--- src/rtl/cmd_byte_parser.sv ---
module cmd_byte_parser #(
  parameter int ID_W        = 7,
  parameter int ADDR_W      = 12,
  parameter int DATA_W      = 40,
  parameter int PARAM_END   = 1024,
  parameter int PROG_END    = 2048,
  parameter int PARAM_BYTES = 4,
  parameter int PROG_BYTES  = 5,
  parameter int REG_BYTES   = 2,
  parameter int PARAM_BITS  = 28,
  parameter int REG_BITS    = 16
) (
  input  logic              clk,
  input  logic              rst_n,
  input  logic [ID_W-1:0]   dev_id,
  input  logic              rx_valid,
  input  logic [7:0]        rx_byte,
  input  logic              rx_end,
  output logic              wr_en,
  output logic [ADDR_W-1:0] wr_addr,
  output logic [DATA_W-1:0] wr_data
);
  localparam int CNT_W = $clog2(DATA_W / 8 + 1);
  localparam int HI_W  = ADDR_W - 8;

  typedef enum logic [2:0] {S_HDR0, S_HDR1, S_HDR2, S_DATA, S_SKIP} st_t;

  st_t               st;
  logic [ADDR_W-1:0] addr;
  logic [CNT_W-1:0]  cnt;
  logic [DATA_W-1:0] acc;

  wire in_param = addr < ADDR_W'(PARAM_END);
  wire in_prog  = !in_param && addr < ADDR_W'(PROG_END);

  wire [CNT_W-1:0] need = in_param ? CNT_W'(PARAM_BYTES) :
                          in_prog  ? CNT_W'(PROG_BYTES)  : CNT_W'(REG_BYTES);

  wire [DATA_W-1:0] mask = in_param ? {DATA_W{1'b1}} >> (DATA_W - PARAM_BITS) :
                           in_prog  ? {DATA_W{1'b1}} :
                                      {DATA_W{1'b1}} >> (DATA_W - REG_BITS);

  wire [DATA_W-1:0] acc_nxt = {acc[DATA_W-9:0], rx_byte};
  wire              hdr_ok  = rx_byte[7:8-ID_W] == dev_id && !rx_byte[0];
  wire              last    = cnt == need - CNT_W'(1);

  always_ff @(posedge clk) begin
    if (!rst_n) begin
      st      <= S_HDR0;
      addr    <= '0;
      cnt     <= '0;
      acc     <= '0;
      wr_en   <= 1'b0;
      wr_addr <= '0;
      wr_data <= '0;
    end else begin
      wr_en <= 1'b0;
      if (rx_end) begin
        st  <= S_HDR0;
        cnt <= '0;
        acc <= '0;
      end else if (rx_valid) begin
        case (st)
          S_HDR0: st <= hdr_ok ? S_HDR1 : S_SKIP;
          S_HDR1: begin
            addr[ADDR_W-1:8] <= rx_byte[HI_W-1:0];
            st <= S_HDR2;
          end
          S_HDR2: begin
            addr[7:0] <= rx_byte;
            cnt <= '0;
            acc <= '0;
            st  <= S_DATA;
          end
          S_DATA: begin
            if (last) begin
              wr_en   <= 1'b1;
              wr_addr <= addr;
              wr_data <= acc_nxt & mask;
              addr    <= addr + ADDR_W'(1);
              cnt     <= '0;
              acc     <= '0;
            end else begin
              cnt <= cnt + CNT_W'(1);
              acc <= acc_nxt;
            end
          end
          default: st <= S_SKIP;
        endcase
      end
    end
  end

  // one strobe per word, never two in adjacent cycles
  a_r6_single_pulse: assert property (@(posedge clk) disable iff (!rst_n)
    wr_en |=> !wr_en);

  // a strobe follows an accepted byte that came without an end strobe
  a_r6_after_byte: assert property (@(posedge clk) disable iff (!rst_n)
    wr_en |-> ($past(rx_valid) && !$past(rx_end)));

  a_r3_param_pad: assert property (@(posedge clk) disable iff (!rst_n)
    (wr_en && wr_addr < ADDR_W'(PARAM_END)) |-> wr_data[DATA_W-1:PARAM_BITS] == '0);

  a_r5_reg_pad: assert property (@(posedge clk) disable iff (!rst_n)
    (wr_en && wr_addr >= ADDR_W'(PROG_END)) |-> wr_data[DATA_W-1:REG_BITS] == '0);

  // an ignored transaction never writes
  a_r9_skip_quiet: assert property (@(posedge clk) disable iff (!rst_n)
    (st == S_SKIP) |=> !wr_en);

  a_r11_end_flush: assert property (@(posedge clk) disable iff (!rst_n)
    rx_end |=> (!wr_en && st == S_HDR0));

endmodule

--- config.mk ---
export PLATFORM = sky130hd
export DESIGN_NAME = cmd_byte_parser
export DESIGN_NICKNAME = d
export VERILOG_FILES = /design/src/rtl/cmd_byte_parser.sv
export SDC_FILE = /design/constraint.sdc
export NUM_CORES = 1
export LEC_CHECK = 0
export BUFFER_PORTS_ARGS = -buffer_cell sky130_fd_sc_hd__buf_4
export CAP_MARGIN = 40
export CORE_UTILIZATION = 30
export CTS_BUF_LIST = sky130_fd_sc_hd__clkbuf_4 sky130_fd_sc_hd__clkbuf_8
export DETAILED_ROUTE_END_ITERATION = 6
export HOLD_SLACK_MARGIN = 0.15
export PLACE_DENSITY = 0.49
export SLEW_MARGIN = 20
export SYNTH_ARGS = -nofsm -noshare
export SYNTH_HDL_FRONTEND = slang
export SYNTH_SLANG_ARGS = --single-unit
--- constraint.sdc ---
create_clock -name clk -period 4.6 [get_ports clk]
set_input_delay 0.92 -clock clk [delete_from_list [all_inputs] [get_ports clk]]
set_output_delay 0.92 -clock clk [all_outputs]
set_load 0.05 [all_outputs]
Yosys cells after proc, flatten, opt, wreduce, memory -nomap -nowiden:

Index checks and enable logic that the tools add are counted.

* output and inout port bits: 53
* logic and storage cells: 52
* flip-flop bits (word level): 103
* input bits: 19

* bitwise logic cells: 5
* mux-type cells: 14
* reduce and logical (&&, ||, !) cells: 14
* equality and inequality tests: 6
* $lt $le $gt $ge: 2
* $add $sub $neg: 3

Operators with widths (number)
* $mux 40: 2
* $pmux 32 s2: 1
* $and 40x40->40: 1
* $mux 32: 1
* $pmux 8 s2: 1
* $add 12x1->12 const B: 1
* $lt 12x11->1 const B: 1
* $lt 12x12->1 const B: 1
* $mux 12: 1
* $mux 3: 4
* $pmux 3 s4: 1
* $reduce_and 4->1: 3
* $pmux 4 s2: 1
* $eq 7x7->1: 1
* $eq 3x2->1 const B: 2
* $pmux 3 s2: 1
* $not 1->1: 4
* $reduce_and 2->1: 2
* $reduce_bool 2->1: 2
* $reduce_or 4->1: 1
* $add 3x1->3 const B: 1
* $eq 3x1->1 const B: 1
* $eq 3x3->1: 1
* $logic_not 3->1: 1
* other kinds (6): 8

Longest topological paths before layout:

Gate-level depths: netlist (run 1).

* depth in word-level cells: 9
* mapped depth: 7

Worst setup path after synthesis (run 1):

OpenSTA, ideal clock, no wires.

* kind: input to register
* start: input port rx_end
* end: register addr[10]
* setup time: 0.087 ns
* setup slack: 2.504 ns
* arrival time: 2.009 ns
* stages: 4
* data required time: 4.513 ns
* cells stage by stage: or4_1 a31o_2 nor2b_1 nor4b_2

* longest elaborated chain between the ends: 2

RTL lines
* start, declared: line 18 `input logic rx_end,`
* $not 1->1 (no line)
* $reduce_and 4->1 (no line)
* end signal, assigned by index: line 66 `addr[ADDR_W-1:8] <= rx_byte[HI_W-1:0];`
* end signal, assigned: line 80 `addr <= addr + ADDR_W'(1);`
* end, declared: line 29 `logic [ADDR_W-1:0] addr;`

Every way passes these cells.
A chain may end at the register's enable or synchronous reset.

Worst setup path after layout (run 1):

* start: register addr[11]
* end: register wr_data[15]

* longest elaborated chain between the ends: 8
* elaborated cells on any way between the ends: 11
* those cells by class: 1 x add/sub; 2 x order compare; 1 x eq/ne; 3 x mux; 1 x bitwise; 3 x reduce/logical

RTL lines
* $lt 12x11->1: line 33 `wire in_param = addr < ADDR_W'(PARAM_END);`
* $logic_not 1->1: line 34 `wire in_prog = !in_param && addr < ADDR_W'(PROG_END);`
* $logic_and 1x1->1: line 34
* $mux 3: line 37 `in_prog ? CNT_W'(PROG_BYTES) : CNT_W'(REG_BYTES);`
* $mux 3: line 36 `wire [CNT_W-1:0] need = in_param ? CNT_W'(PARAM_BYTES) :`
* $sub 3x1->3: line 45 `wire last = cnt == need - CNT_W'(1);`
* $eq 3x3->1: line 45
* $reduce_and 4->1 (no line)
* end signal, assigned: line 79 `wr_data <= acc_nxt & mask;`
* end, declared: line 21 `output logic [DATA_W-1:0] wr_data`

Parallel ways exist; a longest one is shown, timed or not.

==> metrics.csv, run 1 <==
stage;metric;value;unit
clock_tree;clk root buf;clkbuf_8;
floorplan;Die X;121.9;µm
clock_tree;post-CTS setup buffers;0;
logic_synthesis;xor/xnor share of the synthesized area;1.421;%
power_and_ir_drop;leakage;0.001828;µW
clock_tree;post-CTS sizing;0;
global_route;pin count of the biggest net entering global routing;70;
routing;routed length per instance;15.19;µm
sta;worst clock skew;0.01698;ns
sta;fin crit period;2.646;ns
logic_synthesis;Syn Inst Count;490;
logic_synthesis;Post-synth top flop;dfxtp_1;
critical_path;RR Endpoint;wr_data[15]$_SDFFE_PN0P_;
final_layout;P&R area growth vs syn;19.83;%
clock_tree;H-tree levels;3;
logic_synthesis;Ys Warns;0;
run_status;status;completed;
final_layout;# nets final;564;
logic_synthesis;largest family of logic cells by synthesized area;compound AO/OA/AOI/OAI gates;
floorplan;row cnt;43;
logic_synthesis;most instantiated cells after synthesis;103 x dfxtp_1, 95 x nand2_1, 53 x a21boi_1;
placed_design;DP Wirelength;7473;µm
clock_tree;CTS max path bufs;2;
clock_tree;CTS tree;done;
critical_path;CP Class;reg2reg;
power_and_ir_drop;pwr/cell area;297.4;nW/µm²
logic_synthesis;Compound-Gate Fraction of Synth Area;22.96;%
sta;# setup viols final;0;
global_route;first-pass GRT wire length;17970;µm
sta;Sum Neg Setup Slack;0;ns
critical_path;data arrival time of the critical path;2.97;ns
routing;drt via density;4.970;
logic_synthesis;Synth area leader;dfxtp_1;
logic_synthesis;ranking of synthesized cells by area;dfxtp_1 48%, a21boi_1 9.2%, nand2_1 8.3%, a22oi_1 5.7%, nor2_1 4.1%;
global_route;grt ovf;0;
logic_synthesis;share of the synthesized area in the top cell type;47.78;%
routing;antenna violation net count after detailed routing;0;
logic_synthesis;Synth cell types;53;
placed_design;RD Place Congestion;0.7510;
sta;Final Max Tran Viols;0;
routing;DRC;0;
global_route;initial antenna violation count;0;
critical_path;Worst EP required;4.92;ns
routing;routed wire length;11060;µm
sta;Rel. slew slack;51.46;%
critical_path;Critical R2R Launch;addr[11]$_SDFFE_PN0P_;
job;Max-Cap Viols;0;
floorplan;initial core utilization;30.97;%
sta;Tcrit/Tclk final;57.53;%
floorplan;die height;121.9;µm
final_layout;final core occ;37.11;%
critical_path;crit start category;flip-flop;
floorplan;core footprint;13930;µm²
hold_path;HP Start;wr_data[30]$_SDFFE_PN0P_;
routing;1st-pass router iterations;4;
clock_tree;Clock transition at path regs;0.10;ns
critical_path;Reg2Reg Depth;6;
global_route;number of global-route vias before repair;3420;
critical_path;CP Max Fanout;30;
critical_path;crit path capture type;flip-flop;
power_and_ir_drop;maximum VDD drop;0.0001307;V
routing;vias;3618;
hold_path;WHS Path Cells;2;
floorplan;die area;14870;µm²
hold_path;Min-Delay Path Class;reg2reg;
global_route;Global Route Usage Sum;15.87;%
final_layout;fraction of layout cells with a size suffix above 1;19.16;%
placed_design;Buffers on Ports;71;
sta;Fin. Hold Viols;0;
logic_synthesis;Syn Std Cell Area;4315;µm²
logic_synthesis;post-synthesis mux area share;0.2320;%
hold_path;Worst Hold Path EP;wr_data[30]$_SDFFE_PN0P_;
logic_synthesis;Syn Area/Cell;8.807;µm²
clock_tree;TritonCTS Buffers;9;
sta;Worst Max-Slew Pin Slew;0.7226;ns
clock_tree;Sink Count;103;
logic_synthesis;synthesized flop and latch total;103;
clock_tree;Clk Latency, worst-skew pair;0.39;ns
logic_synthesis;EDFF count, synth;0;
routing;First DRT Iteration DRCs;168;
logic_synthesis;Async SR Flop Fraction;0;%
floorplan;I/O pin count;72;
logic_synthesis;Post-Synth Simple-Gate Area;22.53;%
critical_path;setup slack, reg-to-reg;1.95;ns
final_layout;antenna cell count;0;
logic_synthesis;most common cell in the netlist;dfxtp_1;
clock_tree;Hold-fix buffers, CTS;0;
sta;f_max;0.3779;GHz
logic_synthesis;Mapped Nets;511;
sta;RSZ-0062 raised after global routing;no;
logic_synthesis;sequential share of the synthesized area;47.78;%
logic_synthesis;Post-Synth Adder-Cell Area;0.5799;%
[worst max-delay path, stage by stage (launching register included)]
cell,delay (ns)
dfxtp_1,0.66
and2b_4,0.32
and3_1,0.29
o211ai_4,0.62
buf_4,0.42
nand2_1,0.10
a21boi_1,0.15
[worst max path at each step]
stage,slack (ns),to,from,depth (start not counted)
floorplan,2.50,addr[10]$_SDFFE_PN0P_,rx_end,4
global placement,1.49,wr_addr[5]$_SDFFE_PN0P_,rx_valid,8
detailed placement,1.68,wr_data[24]$_SDFFE_PN0P_,rx_valid,8
CTS,1.89,wr_data[15]$_SDFFE_PN0P_,addr[11]$_SDFFE_PN0P_,6
global route,1.65,wr_data[32]$_SDFFE_PN0P_,addr[11]$_SDFFE_PN0P_,6
finish,1.95,wr_data[15]$_SDFFE_PN0P_,addr[11]$_SDFFE_PN0P_,6
[layout make-up]
cell class,instances,area (µm²)
Clock buffer,12,146.4
Clock inverter,4,53.80
Fill cell,1451,8763
Inverter,2,10.01
Multi-Input combinational cell,349,2068
Sequential cell,103,2062
Tap cell,180,225.2
Timing Repair Buffer,78,605.6
[cells in the final DEF (no fill, tap or decap), types with 4 or more instances in the layout]
cell type and count:
buf_4 76, a21oi_1 9, nand2_1 95, nor2b_1 4, dfxtp_1 103, a22oi_1 33
clkbuf_8 9, a21boi_1 53, o21ai_0 9, nand3b_1 16, nor2_1 47, xor2_1 7
nand3_1 17
[through the flow]
step | setup slack, ns | instances | cell area, µm² | hold WS [ns] | total power [µW]
final | 1.954 | 728 | 5171 | 0.4555 | 1538
after global routing | 1.646 | 728 | 5171 | 0.4789 | 1599
after global placement | 1.488 | 711 | 4956 | 0.4407 | 966.3
after detailed placement | 1.679 | 712 | 4971 | 0.4488 | 966.9
after floorplan | 2.504 | 490 | 4315 | 0.4439 | 939.7
after CTS | 1.893 | 728 | 5171 | 0.4589 | 1565
[registers in the layout (all words and copies together) (netlist names)]
name	count
acc	32
addr	12
cnt	3
st	3
wr_addr	12
wr_data	40
wr_en	1
[power by group]
part / switching [µW] / leakage [µW] / internal (µW)
combinational: 28.6 / 0.000902 / 23.9
clock: 321 / 0.0000975 / 272
sequential: 0.687 / 0.000829 / 891
total: 350 / 0.00183 / 1190
[cell families after synthesis]
| logic type | Yosys count |
|---|---|
| AO/OA/AOI/OAI | 133 |
| AND/OR/NAND/NOR | 206 |
| buffers and inverters | 38 |
| multiplexers | 1 |
| XOR/XNOR | 7 |
| flip-flops | 103 |
| adder cells (fa/ha/maj) | 2 |
[layer usage]
| layer | part of all wire (%) | vias up | track usage (%) |
|---|---|---|---|
| li1 | - | 1815 | - |
| met1 | 48 | 1699 | 21.55 |
| met2 | 46 | 90 | 24.19 |
| met3 | 4.6 | 14 | 3.090 |
| met4 | 1.9 | 0 | 7.176 |
| met5 | 0 | - | 0 |
Note: power is estimated with default switching activity, not from simulation.
==> run 2: changes to the inputs <==
==> constraint.sdc (replaced) <==
create_clock -name clk -period 2.6 [get_ports clk]
set_input_delay 0.52 -clock clk [delete_from_list [all_inputs] [get_ports clk]]
set_output_delay 0.52 -clock clk [all_outputs]
set_load 0.05 [all_outputs]
==> metrics.csv, run 2 (synthesis results as in run 1) <==
stage;metric;value;unit;change
clock_tree;post-CTS setup buffers;0;;unchanged
routing;antenna violation net count after detailed routing;0;;unchanged
sta;Final Max Tran Viols;0;;unchanged
routing;vias;3663;;was 3618
floorplan;core footprint;13930;µm²;unchanged
global_route;initial antenna violation count;0;;unchanged
floorplan;die height;121.9;µm;unchanged
routing;routed length per instance;15.54;µm;was 15.19 µm
placed_design;Buffers on Ports;71;;unchanged
critical_path;CP Class;reg2reg;;unchanged
floorplan;initial core utilization;30.97;%;unchanged
hold_path;Worst Hold Path EP;st[1]$_SDFFE_PP0P_;;was wr_data[30]$_SDFFE_PN0P_
sta;Rel. slew slack;62.04;%;was 51.46%
critical_path;RR Endpoint;addr[0]$_SDFFE_PN0P_;;was wr_data[15]$_SDFFE_PN0P_
global_route;first-pass GRT wire length;18800;µm;was 17970 µm
clock_tree;clk root buf;clkbuf_8;;unchanged
critical_path;Worst EP required;2.88;ns;was 4.92 ns
final_layout;most frequent cells in the layout;103 x dfxtp_1, 95 x nand2_1, 82 x buf_4;;was 103 x dfxtp_1, 95 x nand2_1, 76 x buf_4
clock_tree;TritonCTS Buffers;9;;unchanged
floorplan;Die X;121.9;µm;unchanged
global_route;pin count of the biggest net entering global routing;50;;was 70
sta;Fin. Hold Viols;0;;unchanged
final_layout;fraction of layout cells with a size suffix above 1;19.60;%;was 19.16%
sta;RSZ-0062 raised after global routing;no;;unchanged
power_and_ir_drop;leakage;0.001869;µW;was 0.001828 µW
global_route;number of global-route vias before repair;3499;;was 3420
floorplan;die area;14870;µm²;unchanged
critical_path;Worst setup startpoint;addr[11]$_SDFFE_PN0P_;;unchanged
run_status;status;completed;;unchanged
final_layout;P&R area growth vs syn;20.93;%;was 19.83%
routing;drt via density;5.011;;was 4.970
critical_path;CP top delay family;compound AO/OA/AOI/OAI gates;;unchanged
final_layout;Regs by FF count;wr_data x40, acc x32;;unchanged
placed_design;Inst Count DP;716;;was 712
routing;DRC;0;;unchanged
placed_design;DP Wirelength;7862;µm;was 7473 µm
critical_path;Crit-path slowest cell;dfxtp_1;;unchanged
critical_path;cells along the critical path;and2b_4 > and3_1 > o31ai_4 > nor2_1 > o221a_2;;was and2b_4 > and3_1 > o211ai_4 > buf_4 > nand2_1 > a21boi_1
routing;First DRT Iteration DRCs;206;;was 168
sta;f_max;0.4431;GHz;was 0.3779 GHz
job;Max-Cap Viols;0;;unchanged
clock_tree;Clk Latency, worst-skew pair;0.37;ns;was 0.39 ns
final_layout;Largest register FFs;40;;unchanged
critical_path;Crit path largest cell delay;0.64;ns;was 0.66 ns
clock_tree;CTS tree;done;;unchanged
critical_path;Reg2Reg Depth;5;;was 6
power_and_ir_drop;maximum VDD drop;0.0002967;V;was 0.0001307 V
sta;fin crit period;2.257;ns;was 2.646 ns
global_route;Global Route Usage Sum;16.38;%;was 15.87%
final_layout;commonest non-fill, non-tap cell in the layout;dfxtp_1;;unchanged
sta;setup ws final;0.3430;ns;was 1.954 ns
sta;Worst Max-Slew Pin Slew;0.5693;ns;was 0.7226 ns
sta;# setup viols final;0;;unchanged
placed_design;pre-CTS setup slack;0.3557;ns;was 1.679 ns
hold_path;HP Start;rx_valid;;was wr_data[30]$_SDFFE_PN0P_
clock_tree;post-CTS sizing;0;;unchanged
clock_tree;CTS max path bufs;2;;unchanged
global_route;grt ovf;0;;unchanged
critical_path;worst path bufs/invs;0;;was 1
critical_path;crit start category;flip-flop;;unchanged
critical_path;crit path capture type;flip-flop;;unchanged
critical_path;Critical R2R Launch;addr[11]$_SDFFE_PN0P_;;unchanged
clock_tree;H-tree levels;3;;unchanged
clock_tree;Hold-fix buffers, CTS;0;;unchanged
sta;worst clock skew;0.01238;ns;was 0.01698 ns
final_layout;final cell count without fillers;731;;was 728
routing;1st-pass router iterations;4;;unchanged
hold_path;Min-Delay Path Class;in2reg;;was reg2reg
final_layout;antenna cell count;0;;unchanged
critical_path;data arrival time of the critical path;2.54;ns;was 2.97 ns
sta;Tcrit/Tclk final;86.81;%;was 57.53%
final_layout;Top reg by flops;wr_data;;unchanged
final_layout;# nets final;569;;was 564
routing;routed wire length;11360;µm;was 11060 µm
floorplan;row cnt;43;;unchanged
sta;Sum Neg Setup Slack;0;ns;unchanged
clock_tree;Sink Count;103;;unchanged
hold_path;WHS Path Cells;2;;unchanged
power_and_ir_drop;pwr/cell area;550.1;nW/µm²;was 297.4 nW/µm²
placed_design;RD Place Congestion;0.8074;;was 0.7510
floorplan;I/O pin count;72;;unchanged
clock_tree;Clock transition at path regs;0.10;ns;about the same
critical_path;CP Max Fanout;18;;was 30
critical_path;setup slack, reg-to-reg;0.34;ns;was 1.95 ns
-- run 2: power by group --
group          internal [µW]  switching [µW]
clock                    654             543
sequential              1580            1.37
combinational           43.0            52.7
total                   2270             597
-- run 2: metal layers --
layer / track usage (%) / vias up / wire, µm
li1: - / 1822 / -
met1: 21.82 / 1757 / 5566
met2: 25.28 / 75 / 5057
met3: 5.337 / 9 / 594
met4: 4.244 / 0 / 140
met5: 0 / - / 0
-- run 2: how the worst max path moves through the flow --
stage / endpoint / slack, ns / cells after the start
floorplan: addr[10]$_SDFFE_PN0P_ / 0.90 / 4
global placement: addr[0]$_SDFFE_PN0P_ / 0.44 / 5
detailed placement: addr[0]$_SDFFE_PN0P_ / 0.36 / 5
CTS: addr[0]$_SDFFE_PN0P_ / 0.35 / 5
global route: addr[0]$_SDFFE_PN0P_ / 0.13 / 5
finish: addr[0]$_SDFFE_PN0P_ / 0.34 / 5
-- run 2: layout make-up --
type                    instances  area [µm²]
fillers                      1446        8716
multi-input cells             349        2068
flip-flops and latches        103        2062
repair buffers                 83       620.6
well taps                     180       225.2
clock buffers                  10       137.6
clock inverters                 4       95.09
inverters                       2       10.01
-- run 2: through the flow --
step / cell area (µm²) / hold slack [ns] / power [µW] / util, %
after floorplan: 4315 / 0.4439 / 1662 / -
after global placement: 4981 / 0.4423 / 1712 / 35.75
after detailed placement: 4981 / 0.4460 / 1712 / 35.75
after CTS: 5214 / 0.3529 / 2918 / 37.42
after global routing: 5219 / 0.3474 / 2993 / 37.45
final: 5219 / 0.3696 / 2871 / 37.45
==> run 3: changes to the inputs <==
--- a/config.mk
+++ b/config.mk
@@ -7,11 +7,12 @@
 export LEC_CHECK = 0
 export BUFFER_PORTS_ARGS = -buffer_cell sky130_fd_sc_hd__buf_4
 export CAP_MARGIN = 40
-export CORE_UTILIZATION = 30
+export CORE_MARGIN = 2
+export CORE_UTILIZATION = 35
 export CTS_BUF_LIST = sky130_fd_sc_hd__clkbuf_4 sky130_fd_sc_hd__clkbuf_8
 export DETAILED_ROUTE_END_ITERATION = 6
 export HOLD_SLACK_MARGIN = 0.15
-export PLACE_DENSITY = 0.49
+export PLACE_DENSITY = 0.55
 export SLEW_MARGIN = 20
 export SYNTH_ARGS = -nofsm -noshare
 export SYNTH_HDL_FRONTEND = slang
==> metrics.csv, run 3 (synthesis results as in run 1) <==
stage;metric;value;unit;change
final_layout;Regs by FF count;wr_data x40, acc x32;;unchanged
sta;worst clock skew;0.009783;ns;was 0.01238 ns
power_and_ir_drop;switching portion of total power;21.93;%;was 20.79%
floorplan;die height;115.0;µm;was 121.9 µm
routing;routed length per instance;16.00;µm;was 15.54 µm
clock_tree;CTS max path bufs;2;;unchanged
final_layout;# nets final;567;;was 569
sta;Tcrit/Tclk final;81.11;%;was 86.81%
sta;Fin. Hold Viols;0;;unchanged
critical_path;data arrival time of the critical path;2.38;ns;was 2.54 ns
power_and_ir_drop;clock share of power;41.3;%;was 41.7%
final_layout;fraction of layout cells with a size suffix above 1;19.60;%;unchanged
run_status;status;completed;;unchanged
clock_tree;H-tree levels;3;;unchanged
sta;fin crit period;2.109;ns;was 2.257 ns
routing;routed wire length;11170;µm;was 11360 µm
job;Max-Cap Viols;0;;unchanged
global_route;grt ovf;0;;unchanged
final_layout;antenna cell count;0;;unchanged
routing;vias;3692;;was 3663
final_layout;commonest non-fill, non-tap cell in the layout;dfxtp_1;;unchanged
global_route;number of global-route vias before repair;3567;;was 3499
clock_tree;TritonCTS Buffers;9;;unchanged
floorplan;Die X;115.0;µm;was 121.9 µm
floorplan;I/O pin count;72;;unchanged
final_layout;Largest register FFs;40;;unchanged
final_layout;Top reg by flops;wr_data;;unchanged
power_and_ir_drop;sw power;625.2;µW;was 596.9 µW
floorplan;row cnt;40;;was 43
global_route;Global Route Usage Sum;17.40;%;was 16.38%
power_and_ir_drop;Gate power share;3.3;%;about the same
global_route;busiest grt layer;met2;;unchanged
placed_design;RD Place Congestion;0.8287;;was 0.8074
sta;Worst Max-Slew Pin Slew;0.6274;ns;was 0.5693 ns
critical_path;Critical R2R Launch;addr[11]$_SDFFE_PN0P_;;unchanged
final_layout;most frequent cells in the layout;103 x dfxtp_1, 95 x nand2_1, 81 x buf_4;;was 103 x dfxtp_1, 95 x nand2_1, 82 x buf_4
global_route;met2 GRT Util;28.27;%;was 25.28%
hold_path;WHS Path Cells;2;;unchanged
global_route;pin count of the biggest net entering global routing;42;;was 50
power_and_ir_drop;leakage;0.001859;µW;was 0.001869 µW
sta;RSZ-0062 raised after global routing;no;;unchanged
routing;DRC;0;;unchanged
hold_path;Worst Hold Path EP;st[1]$_SDFFE_PP0P_;;unchanged
power_and_ir_drop;Internal Power;2225;µW;was 2274 µW
hold_path;Min-Delay Path Class;in2reg;;unchanged
clock_tree;Sink Count;103;;unchanged
clock_tree;Hold-fix buffers, CTS;0;;unchanged
floorplan;core footprint;12010;µm²;was 13930 µm²
critical_path;CP Class;reg2reg;;unchanged
clock_tree;clk root buf;clkbuf_8;;unchanged
sta;hold slack;0.3736;ns;was 0.3696 ns
critical_path;CP Max Fanout;14;;was 18
power_and_ir_drop;maximum VDD drop;0.0002603;V;was 0.0002967 V
global_route;first-pass GRT wire length;18280;µm;was 18800 µm
placed_design;DP Wirelength;7688;µm;was 7862 µm
routing;antenna violation net count after detailed routing;0;;unchanged
power_and_ir_drop;sequential share of power;55.4;%;was 55.0%
global_route;global-route track usage on met1;22.98;%;was 21.82%
power_and_ir_drop;pwr/cell area;551.2;nW/µm²;was 550.1 nW/µm²
placed_design;Inst Count DP;682;;was 716
floorplan;initial core utilization;35.93;%;was 30.97%
routing;1st-pass router iterations;5;;was 4
clock_tree;Clock transition at path regs;0.10;ns;about the same
hold_path;HP Start;rx_valid;;unchanged
final_layout;P&R area growth vs syn;19.83;%;was 20.93%
sta;f_max;0.4742;GHz;was 0.4431 GHz
global_route;initial antenna violation count;0;;unchanged
sta;# setup viols final;0;;unchanged
floorplan;die area;13230;µm²;was 14870 µm²
placed_design;Buffers on Ports;71;;unchanged
clock_tree;CTS tree;done;;unchanged
routing;First DRT Iteration DRCs;204;;was 206
critical_path;crit start category;flip-flop;;unchanged
critical_path;RR Endpoint;addr[0]$_SDFFE_PN0P_;;unchanged
clock_tree;post-CTS sizing;0;;unchanged
critical_path;Worst EP required;2.87;ns;was 2.88 ns
routing;drt via density;5.289;;was 5.011
sta;Rel. slew slack;57.85;%;was 62.04%
critical_path;setup slack, reg-to-reg;0.49;ns;was 0.34 ns
power_and_ir_drop;total power;2850;µW;was 2871 µW
clock_tree;Clk Latency, worst-skew pair;0.38;ns;was 0.37 ns
critical_path;crit path capture type;flip-flop;;unchanged
sta;Sum Neg Setup Slack;0;ns;unchanged
sta;Final Max Tran Viols;0;;unchanged
critical_path;Reg2Reg Depth;5;;unchanged
clock_tree;post-CTS setup buffers;0;;unchanged
final_layout;final cell count without fillers;698;;was 731
global_route;met3 Use GR;3.268;%;was 5.337%
run 3: how the worst max path moves through the flow:
stage,start,end,slack (ns),cells past startpoint
after floorplan,rx_end,addr[10]$_SDFFE_PN0P_,0.90,4
after global placement,addr[11]$_SDFFE_PN0P_,addr[0]$_SDFFE_PN0P_,0.58,5
after detailed placement,rx_valid,addr[1]$_SDFFE_PN0P_,0.52,6
after CTS,addr[11]$_SDFFE_PN0P_,addr[0]$_SDFFE_PN0P_,0.52,5
after global routing,addr[11]$_SDFFE_PN0P_,addr[0]$_SDFFE_PN0P_,0.40,5
final,addr[11]$_SDFFE_PN0P_,addr[0]$_SDFFE_PN0P_,0.49,5
run 3: stage by stage:
stage          utilization (%)  setup slack [ns]  instance area, µm²
2_1_floorplan                -            0.9042                4315
3_3_place_gp             41.06            0.5762                4932
3_5_place_dp             41.06            0.5162                4932
4_1_cts                  43.05            0.5162                5171
5_1_grt                  43.05            0.4039                5171
6_report                 43.05            0.4912                5171
run 3: cell type report:
type                            instances  area [µm²]
Clock buffer                           11       151.4
Clock inverter                          5       87.58
Fill cell                            1215        6840
Inverter                                2       10.01
Multi-Input combinational cell        349        2068
Sequential cell                       103        2062
Tap cell                              147       183.9
Timing Repair Buffer                   81       608.1
run 3: routing by layer:
| layer | wire length, µm | part of all wire, % |
|---|---|---|
| met5 | 0 | 0 |
| met3 | 456 | 4.1 |
| met2 | 5135 | 46 |
| met1 | 5351 | 48 |
| met4 | 229 | 2.0 |
run 3: power groups by stage:
stage                     Sequential, µW  Clock [µW]  Combinational [µW]
final                               1580        1180                95.4
after global routing                1580        1270                 103
after CTS                           1580        1210                96.1
after detailed placement            1620           0                96.0
after global placement              1610           0                94.9
after floorplan                     1610           0                47.9
run 3: critical path: stages, from the launching register on:
cell,delay [ns]
dfxtp_1,0.49
and2b_4,0.29
and3_1,0.32
o31ai_4,0.52
nor2_1,0.11
o221a_2,0.28
